--- src/rtl/sio_pkg.sv ---
// Shared types and helpers for the asynchronous serial transceiver.
// Assumes characters are at most eight bits wide.
package sio_pkg;

    localparam int MAX_DATA = 8;
    // start + data + parity + two stop bits
    localparam int FRAME_W  = 1 + MAX_DATA + 1 + 2;

    localparam logic [1:0] MODE_CHAR8 = 2'b11;
    localparam logic [1:0] MODE_CHAR7 = 2'b10;

    // Decoded line configuration shared by both directions.
    typedef struct packed {
        logic en;        // an asynchronous mode is selected
        logic eight;     // 8-bit characters when set, 7-bit otherwise
        logic two_stop;  // two stop bits
        logic par_en;    // parity bit present
        logic par_odd;   // odd parity when set
    } frame_cfg_t;

    typedef enum logic [2:0] {
        RX_IDLE,
        RX_START,
        RX_DATA,
        RX_PAR,
        RX_STOP
    } rx_state_t;

    // Parity bit for a character that has already been masked to its width.
    function automatic logic sio_parity(logic [MAX_DATA-1:0] d, logic odd);
        return (^d) ^ odd;
    endfunction

endpackage

--- src/rtl/sio_tick_sel.sv ---
// Oversampling tick source.
// Passes through the internal tick, or turns rising edges of the external
// serial clock into single-cycle ticks. The external pin is assumed to be
// asynchronous and slower than clk / 2.
module sio_tick_sel #(
    parameter int SYNC_STAGES = 2
) (
    input  logic clk,
    input  logic rst_n,
    input  logic use_ext,
    input  logic int_tick,
    input  logic ext_sclk,
    output logic os_tick
);

    logic [SYNC_STAGES:0] ext_sr;
    logic                 ext_rise;

    // Synchronizer chain with one extra stage kept for edge detection.
    always_ff @(posedge clk) begin
        if (!rst_n) ext_sr <= '0;
        else        ext_sr <= {ext_sr[SYNC_STAGES-1:0], ext_sclk};
    end

    assign ext_rise = ext_sr[SYNC_STAGES-1] & ~ext_sr[SYNC_STAGES];

    // Register the chosen tick so both sources see the same latency.
    always_ff @(posedge clk) begin
        if (!rst_n) os_tick <= 1'b0;
        else        os_tick <= use_ext ? ext_rise : int_tick;
    end


    ext_tick_single_chk: assert property (@(posedge clk) disable iff (!rst_n)
        (use_ext && $past(use_ext) && os_tick) |=> !os_tick);

endmodule

--- src/rtl/sio_fifo.sv ---
// Small synchronous FIFO with full/empty flags.
// Writes into a full FIFO and reads from an empty one are ignored.
// rd_data shows the oldest entry without a read strobe.
module sio_fifo #(
    parameter int W     = 8,
    parameter int DEPTH = 4
) (
    input  logic         clk,
    input  logic         rst_n,
    input  logic         wr_en,
    input  logic [W-1:0] wr_data,
    input  logic         rd_en,
    output logic [W-1:0] rd_data,
    output logic         full,
    output logic         empty
);

    localparam int PW = (DEPTH > 1) ? $clog2(DEPTH) : 1;
    localparam int CW = $clog2(DEPTH + 1);

    logic [W-1:0]  mem [DEPTH];
    logic [PW-1:0] wp, rp;
    logic [CW-1:0] cnt;
    logic          do_wr, do_rd;

    assign full    = (cnt == CW'(DEPTH));
    assign empty   = (cnt == '0);
    assign do_wr   = wr_en && !full;
    assign do_rd   = rd_en && !empty;
    assign rd_data = mem[rp];

    // Storage write port.
    always_ff @(posedge clk) begin
        if (do_wr) mem[wp] <= wr_data;
    end

    // Pointer and occupancy bookkeeping.
    always_ff @(posedge clk) begin
        if (!rst_n) begin
            wp  <= '0;
            rp  <= '0;
            cnt <= '0;
        end else begin
            if (do_wr) wp <= (wp == PW'(DEPTH-1)) ? '0 : wp + 1'b1;
            if (do_rd) rp <= (rp == PW'(DEPTH-1)) ? '0 : rp + 1'b1;
            case ({do_wr, do_rd})
                2'b10:   cnt <= cnt + 1'b1;
                2'b01:   cnt <= cnt - 1'b1;
                default: cnt <= cnt;
            endcase
        end
    end


    full_write_drop_chk: assert property (@(posedge clk) disable iff (!rst_n)
        (wr_en && full && !rd_en) |=> (cnt == $past(cnt)));


    empty_read_hold_chk: assert property (@(posedge clk) disable iff (!rst_n)
        (rd_en && empty && !wr_en) |=> empty);

endmodule

--- src/rtl/sio_tx.sv ---
// Transmit framer and shifter.
// Builds start, data, optional parity and stop bits into one shift register
// and shifts it out LSB first, one bit per OSR ticks. When the last bit of a
// frame ends and the buffer has more, the next frame is loaded in the same
// cycle. Leaving the asynchronous modes aborts a frame and parks the line high.
module sio_tx
    import sio_pkg::*;
#(
    parameter int OSR = 16
) (
    input  logic                clk,
    input  logic                rst_n,
    input  frame_cfg_t          cfg,
    input  logic                os_tick,
    input  logic                buf_empty,
    input  logic [MAX_DATA-1:0] buf_data,
    output logic                buf_pop,
    output logic                sout
);

    localparam int TW = $clog2(OSR);

    logic [FRAME_W-1:0]  shreg;
    logic [FRAME_W-1:0]  frame;
    logic [3:0]          nbits;
    logic [3:0]          bits_left;
    logic [TW-1:0]       tcnt;
    logic                busy;
    logic                end_bit;
    logic                last_bit;
    logic                start_ok;
    logic [MAX_DATA-1:0] dm;

    // Assemble the frame for the character at the buffer head.
    always_comb begin
        dm    = cfg.eight ? buf_data : {1'b0, buf_data[MAX_DATA-2:0]};
        frame = '1;
        frame[0] = 1'b0;
        for (int i = 0; i < MAX_DATA; i++) begin
            if (i < MAX_DATA - 1 || cfg.eight) frame[1+i] = dm[i];
        end
        if (cfg.par_en) begin
            if (cfg.eight) frame[MAX_DATA+1] = sio_parity(dm, cfg.par_odd);
            else           frame[MAX_DATA]   = sio_parity(dm, cfg.par_odd);
        end
        nbits = 4'd9 + {3'b0, cfg.eight} + {3'b0, cfg.par_en} + {3'b0, cfg.two_stop};
    end

    assign end_bit  = busy && os_tick && (tcnt == TW'(OSR-1));
    assign last_bit = end_bit && (bits_left == 4'd1);
    assign start_ok = cfg.en && !buf_empty && (!busy || last_bit);
    assign buf_pop  = start_ok;
    assign sout     = shreg[0];

    // Frame sequencing: load, bit timing, shift and abort.
    always_ff @(posedge clk) begin
        if (!rst_n) begin
            shreg     <= '1;
            bits_left <= '0;
            tcnt      <= '0;
            busy      <= 1'b0;
        end else if (!cfg.en) begin
            shreg     <= '1;
            bits_left <= '0;
            tcnt      <= '0;
            busy      <= 1'b0;
        end else if (start_ok) begin
            shreg     <= frame;
            bits_left <= nbits;
            tcnt      <= '0;
            busy      <= 1'b1;
        end else if (end_bit) begin
            shreg     <= {1'b1, shreg[FRAME_W-1:1]};
            bits_left <= bits_left - 1'b1;
            tcnt      <= '0;
            if (last_bit) busy <= 1'b0;
        end else if (busy && os_tick) begin
            tcnt <= tcnt + 1'b1;
        end
    end


    tx_parked_chk: assert property (@(posedge clk) disable iff (!rst_n)
        !cfg.en |=> sout);


    tx_back_to_back_chk: assert property (@(posedge clk) disable iff (!rst_n)
        (last_bit && !buf_empty && cfg.en) |=> (busy && !sout));


    tx_bit_hold_chk: assert property (@(posedge clk) disable iff (!rst_n)
        (cfg.en && !os_tick && !start_ok) |=> $stable(sout));

endmodule

--- src/rtl/sio_rx.sv ---
// Receive sampler and deframer.
// Synchronizes the line, waits for a falling edge, confirms the start bit at
// half a bit, then samples each later bit at its centre. On the last stop
// bit it emits a one-cycle push with the character and its error status.
// Assumes the tick rate is well below the clock rate.
module sio_rx
    import sio_pkg::*;
#(
    parameter int OSR = 16
) (
    input  logic                clk,
    input  logic                rst_n,
    input  frame_cfg_t          cfg,
    input  logic                os_tick,
    input  logic                sin,
    output logic                push,
    output logic [MAX_DATA-1:0] pdata,
    output logic                perr_set,
    output logic                ferr_set
);

    localparam int TW   = $clog2(OSR);
    localparam int HALF = OSR / 2;

    rx_state_t           state;
    logic [1:0]          sync;
    logic                rx_s;
    logic                rx_prev;
    logic [TW-1:0]       tcnt;
    logic [2:0]          idx;
    logic [2:0]          last_idx;
    logic                stop2;
    logic                pbad;
    logic                fbad;
    logic                half_pt;
    logic                full_pt;

    assign rx_s     = sync[1];
    assign half_pt  = os_tick && (tcnt == TW'(HALF-1));
    assign full_pt  = os_tick && (tcnt == TW'(OSR-1));
    assign last_idx = cfg.eight ? 3'd7 : 3'd6;

    // Line synchronizer and previous-level register for edge detection.
    always_ff @(posedge clk) begin
        if (!rst_n) begin
            sync    <= 2'b11;
            rx_prev <= 1'b1;
        end else begin
            sync    <= {sync[0], sin};
            rx_prev <= rx_s;
        end
    end

    // Frame state machine with mid-bit sampling.
    always_ff @(posedge clk) begin
        if (!rst_n) begin
            state    <= RX_IDLE;
            tcnt     <= '0;
            idx      <= '0;
            stop2    <= 1'b0;
            pbad     <= 1'b0;
            fbad     <= 1'b0;
            pdata    <= '0;
            push     <= 1'b0;
            perr_set <= 1'b0;
            ferr_set <= 1'b0;
        end else begin
            push     <= 1'b0;
            perr_set <= 1'b0;
            ferr_set <= 1'b0;
            if (!cfg.en) begin
                state <= RX_IDLE;
            end else begin
                case (state)
                    RX_IDLE: begin
                        if (rx_prev && !rx_s) begin
                            state <= RX_START;
                            tcnt  <= '0;
                        end
                    end
                    RX_START: begin
                        if (half_pt) begin
                            tcnt <= '0;
                            if (!rx_s) begin
                                state <= RX_DATA;
                                idx   <= '0;
                                pdata <= '0;
                                pbad  <= 1'b0;
                                fbad  <= 1'b0;
                                stop2 <= 1'b0;
                            end else begin
                                state <= RX_IDLE;
                            end
                        end else if (os_tick) begin
                            tcnt <= tcnt + 1'b1;
                        end
                    end
                    RX_DATA: begin
                        if (full_pt) begin
                            tcnt       <= '0;
                            pdata[idx] <= rx_s;
                            if (idx == last_idx) state <= cfg.par_en ? RX_PAR : RX_STOP;
                            else                 idx   <= idx + 1'b1;
                        end else if (os_tick) begin
                            tcnt <= tcnt + 1'b1;
                        end
                    end
                    RX_PAR: begin
                        if (full_pt) begin
                            tcnt  <= '0;
                            pbad  <= (rx_s != sio_parity(pdata, cfg.par_odd));
                            state <= RX_STOP;
                        end else if (os_tick) begin
                            tcnt <= tcnt + 1'b1;
                        end
                    end
                    RX_STOP: begin
                        if (full_pt) begin
                            tcnt <= '0;
                            if (cfg.two_stop && !stop2) begin
                                stop2 <= 1'b1;
                                fbad  <= fbad | !rx_s;
                            end else begin
                                push     <= 1'b1;
                                perr_set <= pbad;
                                ferr_set <= fbad | !rx_s;
                                state    <= RX_IDLE;
                            end
                        end else if (os_tick) begin
                            tcnt <= tcnt + 1'b1;
                        end
                    end
                    default: state <= RX_IDLE;
                endcase
            end
        end
    end


    rx_parked_chk: assert property (@(posedge clk) disable iff (!rst_n)
        !cfg.en |=> (state == RX_IDLE && !push));


    rx_push_after_stop_chk: assert property (@(posedge clk) disable iff (!rst_n)
        push |-> $past(state == RX_STOP));


    rx_ferr_with_push_chk: assert property (@(posedge clk) disable iff (!rst_n)
        ferr_set |-> push);

endmodule

--- src/rtl/sio_async_port.sv ---
// Top of the asynchronous serial transceiver.
// Decodes the line configuration, selects the tick source, and wires a
// two-entry transmit buffer into the framer and the deframer into a
// four-entry receive FIFO. It also keeps the sticky error flags.
// Configuration inputs are assumed stable while a frame is in flight.
module sio_async_port
    import sio_pkg::*;
#(
    parameter int OSR      = 16,
    parameter int TX_DEPTH = 2,
    parameter int RX_DEPTH = 4
) (
    input  logic       clk,
    input  logic       rst_n,
    input  logic [1:0] mode,
    input  logic       two_stop,
    input  logic       par_en,
    input  logic       par_odd,
    input  logic       use_ext_clk,
    input  logic       int_tick,
    input  logic       ext_sclk,
    input  logic       tx_wr,
    input  logic [7:0] tx_data,
    output logic       tx_full,
    input  logic       rx_rd,
    output logic [7:0] rx_data,
    output logic       rx_avail,
    output logic       rx_full,
    input  logic       err_clr,
    output logic       err_parity,
    output logic       err_frame,
    output logic       err_overrun,
    input  logic       sin,
    output logic       sout
);

    frame_cfg_t          cfg;
    logic                os_tick;
    logic                tx_empty;
    logic                tx_pop;
    logic [MAX_DATA-1:0] tx_head;
    logic                rx_push;
    logic [MAX_DATA-1:0] rx_byte;
    logic                rx_perr;
    logic                rx_ferr;
    logic                rx_empty;

    // Decode the mode and framing inputs.
    always_comb begin
        cfg.en       = (mode == MODE_CHAR8) || (mode == MODE_CHAR7);
        cfg.eight    = (mode == MODE_CHAR8);
        cfg.two_stop = two_stop;
        cfg.par_en   = par_en;
        cfg.par_odd  = par_odd;
    end

    sio_tick_sel #(.SYNC_STAGES(2)) u_tick (
        .clk      (clk),
        .rst_n    (rst_n),
        .use_ext  (use_ext_clk),
        .int_tick (int_tick),
        .ext_sclk (ext_sclk),
        .os_tick  (os_tick)
    );

    sio_fifo #(.W(MAX_DATA), .DEPTH(TX_DEPTH)) u_tx_buf (
        .clk     (clk),
        .rst_n   (rst_n),
        .wr_en   (tx_wr && cfg.en),
        .wr_data (tx_data),
        .rd_en   (tx_pop),
        .rd_data (tx_head),
        .full    (tx_full),
        .empty   (tx_empty)
    );

    sio_tx #(.OSR(OSR)) u_tx (
        .clk       (clk),
        .rst_n     (rst_n),
        .cfg       (cfg),
        .os_tick   (os_tick),
        .buf_empty (tx_empty),
        .buf_data  (tx_head),
        .buf_pop   (tx_pop),
        .sout      (sout)
    );

    sio_rx #(.OSR(OSR)) u_rx (
        .clk      (clk),
        .rst_n    (rst_n),
        .cfg      (cfg),
        .os_tick  (os_tick),
        .sin      (sin),
        .push     (rx_push),
        .pdata    (rx_byte),
        .perr_set (rx_perr),
        .ferr_set (rx_ferr)
    );

    sio_fifo #(.W(MAX_DATA), .DEPTH(RX_DEPTH)) u_rx_fifo (
        .clk     (clk),
        .rst_n   (rst_n),
        .wr_en   (rx_push),
        .wr_data (rx_byte),
        .rd_en   (rx_rd),
        .rd_data (rx_data),
        .full    (rx_full),
        .empty   (rx_empty)
    );

    assign rx_avail = !rx_empty;

    // Sticky error flags; a new error in the clear cycle wins.
    always_ff @(posedge clk) begin
        if (!rst_n) begin
            err_parity  <= 1'b0;
            err_frame   <= 1'b0;
            err_overrun <= 1'b0;
        end else begin
            err_parity  <= (err_parity  && !err_clr) || (rx_push && rx_perr);
            err_frame   <= (err_frame   && !err_clr) || (rx_push && rx_ferr);
            err_overrun <= (err_overrun && !err_clr) || (rx_push && rx_full);
        end
    end


    ovr_cause_chk: assert property (@(posedge clk) disable iff (!rst_n)
        $rose(err_overrun) |-> $past(rx_push && rx_full));


    flags_clear_chk: assert property (@(posedge clk) disable iff (!rst_n)
        (err_clr && !rx_push) |=> (!err_parity && !err_frame && !err_overrun));


    perr_sticky_chk: assert property (@(posedge clk) disable iff (!rst_n)
        (err_parity && !err_clr) |=> err_parity);

endmodule

--- config.mk ---
export PLATFORM = sky130hd
export DESIGN_NAME = sio_async_port
export DESIGN_NICKNAME = d
export VERILOG_FILES = /design/src/rtl/sio_pkg.sv /design/src/rtl/sio_tick_sel.sv /design/src/rtl/sio_fifo.sv /design/src/rtl/sio_tx.sv /design/src/rtl/sio_rx.sv /design/src/rtl/sio_async_port.sv
export SDC_FILE = /design/constraint.sdc
export NUM_CORES = 1
export LEC_CHECK = 0
export ABC_CLOCK_PERIOD_IN_PS = 2040
export BUFFER_PORTS_ARGS = -buffer_cell sky130_fd_sc_hd__buf_2
export CAP_MARGIN = 20
export CORE_ASPECT_RATIO = 0.7
export CORE_MARGIN = 4
export CORE_UTILIZATION = 28
export DETAILED_ROUTE_END_ITERATION = 8
export PLACE_DENSITY_LB_ADDON = 0.3
export SYNTH_ARGS = -nofsm -noshare
export SYNTH_HDL_FRONTEND = slang
export SYNTH_SLANG_ARGS = --single-unit
--- constraint.sdc ---
create_clock -name clk -period 2.04 [get_ports clk]
set_input_delay 0.102 -clock clk [delete_from_list [all_inputs] [get_ports clk]]
set_output_delay 0.102 -clock clk [all_outputs]
set_load 0.05 [all_outputs]
==> impl_metrics.sql <==
INSERT INTO impl_metrics (metric_group, metric, value, unit) VALUES
('yosys', 'yosysSeqAreaShare', '53.0', '%'),
('yosys', 'synth-edff-count', '48', ''),
('routing', 'via_count', '3651', ''),
('timing', 'slew_violations', '0', ''),
('yosys', 'post_synth_num_cell_types', '57', ''),
('critical_path', 'r2r_end', 'u_rx_fifo.cnt[2]$_SDFFE_PN0P_', ''),
('cells_and_area', 'final_cell_count_no_fill', '802', ''),
('routing', 'route.detailed.drc', '0', ''),
('critical_path', 'data_arrival_at_the_endpoint_of_the_critical_path', '2.28', 'ns'),
('timing', 'max_freq', '516', 'MHz'),
('clock_tree', 'cts.path.max_buffers', '2', ''),
('die', 'die_w', '172', 'um'),
('global_routing', 'gr-usage-all-layers', '11.2', '%'),
('cells_and_area', 'insertedDiodeCount', '0', ''),
('timing', 'final.setup.worst_slack', '0.100', 'ns'),
('timing', 'final_period_demand_of_the_worst_path', '1.94', 'ns'),
('die', 'initial_utilization', '28.8', '%'),
('power_and_ir_drop', 'total_leakage_power', '2.49', 'nW'),
('die', 'fp.dieArea', '21000', 'um2'),
('critical_path', 'crit_type', 'flop to flop', ''),
('cells_and_area', 'area_delta_synth_final', '26.6', '%'),
('critical_path', 'worst_path_largest_cell_delay', '0.38', 'ns'),
('routing', 'post_dr_vias_cell', '4.55', ''),
('yosys', 'post_synth_main_area_contributors', 'sky130_fd_sc_hd__edfxtp_1, sky130_fd_sc_hd__dfxtp_1, sky130_fd_sc_hd__nand2_1', ''),
('routing', 'met3_length', '613', 'um'),
('placed_design', 'hpwlAfterDp', '7860', 'um'),
('yosys', 'synth-async-reset-ratio', '0', '%'),
('clock_tree', 'clk_pin_slew', '0.06', 'ns'),
('timing', 'finalHoldViolCount', '0', ''),
('yosys', 'synth_cells', '487', ''),
('global_routing', 'grt_antenna_before_repair', '2', ''),
('placed_design', 'place.detailed.instances', '755', ''),
('yosys', 'synth_mux_area_share', '7.27', '%'),
('die', 'floorplan.core_area', '18200', 'um2'),
('yosys', 'postSynthRegisterBits', '115', ''),
('hold_path', 'holdCritStartpoint', 'par_en', ''),
('timing', 'finalSetupViolCount', '0', ''),
('routing', 'detail_route.iter0.violations', '239', ''),
('timing', 'setup_repair_after_global_routing_missed_its_margin', 'yes', ''),
('hold_path', 'timing.hold.worst.class', 'input pin to flop', ''),
('hold_path', 'holdPathEnd', 'u_tx.shreg[9]$_SDFFE_PN1P_', ''),
('cells_and_area', 'layout-drive-gt1-share', '24.0', '%'),
('critical_path', 'startpoint_of_the_most_critical_register_to_register_path', 'u_rx_fifo.cnt[0]$_SDFFE_PN0P_', ''),
('critical_path', 'worstPathMaxFanout', '4', ''),
('run_status', 'status', 'complete, no violations', ''),
('clock_tree', 'cts_tree', 'yes', ''),
('power_and_ir_drop', 'power_frac_clock', '48.0', '%'),
('power_and_ir_drop', 'switching_share', '25.0', '%'),
('power_and_ir_drop', 'pwr-share-comb', '12.6', '%'),
('routing', 'ant_nets', '0', ''),
('yosys', 'synth-warning-count', '0', ''),
('yosys', 'yosysTopAreaCellShare', '27.4', '%'),
('critical_path', 'path_common_cell', 'sky130_fd_sc_hd__nand2_1', ''),
('yosys', 'post_synth_and_or_nand_nor_area_fraction', '18.1', '%'),
('global_routing', 'number_of_global_route_vias_before_repair', '3527', ''),
('yosys', 'synth_top_family_by_area', 'simple AND/OR/NAND/NOR gates', ''),
('power_and_ir_drop', 'power.ir.vdd_worst', '0.563', 'mV'),
('power_and_ir_drop', 'cellInternalPower', '0.00484', 'W'),
('timing', 'largest_clock_skew_in_the_final_design', '0.00648', 'ns'),
('clock_tree', 'clock_latency', '0.41', 'ns'),
('cells_and_area', 'mostFrequentLayoutCells', 'sky130_fd_sc_hd__dfxtp_1, sky130_fd_sc_hd__nand2_1, sky130_fd_sc_hd__edfxtp_1', ''),
('power_and_ir_drop', 'p_switching', '0.00161', 'W'),
('routing', 'drt_pass1_iterations', '4', ''),
('routing', 'wirelength_met1', '5690', 'um'),
('cells_and_area', 'fin_util', '36.5', '%'),
('clock_tree', 'clock_sinks', '115', ''),
('global_routing', 'grt_pass1_wl', '18200', 'um'),
('routing', 'post_detailed_route_wirelength_per_cell', '13.9', 'um'),
('timing', 'period_share', '95.1', '%'),
('critical_path', 'timing.critical_path.required', '2.38', 'ns'),
('critical_path', 'crit_path_cell_trace', 'nor2_2, nand2_1, nand2_1, ha_2, inv_2, fa_2, xor2_1, or3_1, a21boi_1', '');
==> synth_stat cells (all sizes together) (4+ instances only) <==
cell,n
nand4,6
dfxtp,67
nor3b,5
inv,19
edfxtp,48
and3,7
o21ai,19
mux4,8
a22oi,4
or3,4
a21oi,15
xor2,9
mux2,9
clkbuf,15
and2,19
mux2i,10
nand3,20
nor2,25
nor3,6
nand2b,9
a21boi,11
nand2,53
ha,15
buf,9
nor2b,14
xnor2,22
==> cells by family (layout without fill, tap and decap cells) <==
group / Yosys count / after routing
AO/OA/AOI/OAI: 72 / 72
flip-flops: 115 / 115
XOR/XNOR: 31 / 31
adder cells (fa/ha/maj): 16 / 16
multiplexers: 27 / 27
AND/OR/NAND/NOR: 183 / 183
buffers and inverters: 43 / 122
==> worst max-delay path by stage <==
stage                                                to  slack (ns)  cells past startpoint
after detailed placement  u_rx_fifo.cnt[2]$_SDFFE_PN0P_       -0.05                      9
after global routing         u_rx.state[1]$_SDFFE_PN0P_       -0.01                      7
after floorplan           u_rx_fifo.cnt[2]$_SDFFE_PN0P_       -0.04                      9
final                     u_rx_fifo.cnt[2]$_SDFFE_PN0P_        0.10                      9
after global placement    u_rx_fifo.cnt[2]$_SDFFE_PN0P_        0.08                      9
after CTS                  u_tx_buf.cnt[1]$_SDFFE_PN0P_        0.01                      8
==> routing by layer <==
layer | GRT usage [%] | vias to the layer above
li1 | - | 1862
met1 | 15.5 | 1718
met2 | 15.8 | 53
met3 | 4.22 | 14
met4 | 4.45 | 4
met5 | 0 | -
==> power by group through the flow <==
stage	sequential, W	clock (W)	combinational, W
detailed placement	0.00259	0	0.000678
global route	0.00255	0.00329	0.000899
finish	0.00254	0.00309	0.000812
global placement	0.00258	0	0.000664
CTS	0.00254	0.00317	0.000706
floorplan	0.00258	0	0.000500
==> worst max-delay path: cells and delay by family, from the launching register on <==
kind / cells / cell delay, ns
compound gates: 1 / 0.12
xor+xnor: 1 / 0.15
fa+ha+maj: 2 / 0.58
buf+inv: 1 / 0.05
flops: 1 / 0.36
simple gates: 4 / 0.60
==> stage by stage <==
stage | power (W) | instance area [um2]
final | 0.00645 | 6650
after global routing | 0.00674 | 6650
after CTS | 0.00642 | 6560
after detailed placement | 0.00327 | 5770
after global placement | 0.00325 | 5770
after floorplan | 0.00308 | 5260
==> state kept, by name (all words and copies together) (netlist names), 3 cells and up, named ones only <==
register,flops
u_tx.shreg,10
u_tick.ext_sr,3
u_rx.tcnt,4
u_rx.state,3
u_tx.tcnt,4
u_rx.pdata,8
u_tx.bits_left,4
u_rx.idx,3
u_rx_fifo.mem,32
u_rx_fifo.cnt,3
u_tx_buf.mem,16
==> repair_timing <==
item                       CTS  global route
gates resized for setup     12            21
buffers inserted             0             1
hold endpoints to repair    19             0
hold buffers                13             0
pin swaps                    1             3
cloned                       0             1
setup endpoints to repair    2             8
==> final cells by class <==
type,instances,area (um2)
Multi-Input combinational cell,329,2360
Fill cell,1786,11600
Tap cell,236,295
Clock inverter,15,196
Inverter,19,73.8
Sequential cell,115,2800
Clock buffer,17,425
Timing Repair Buffer,71,500
No activity file was read; power rests on OpenSTA's default activity.
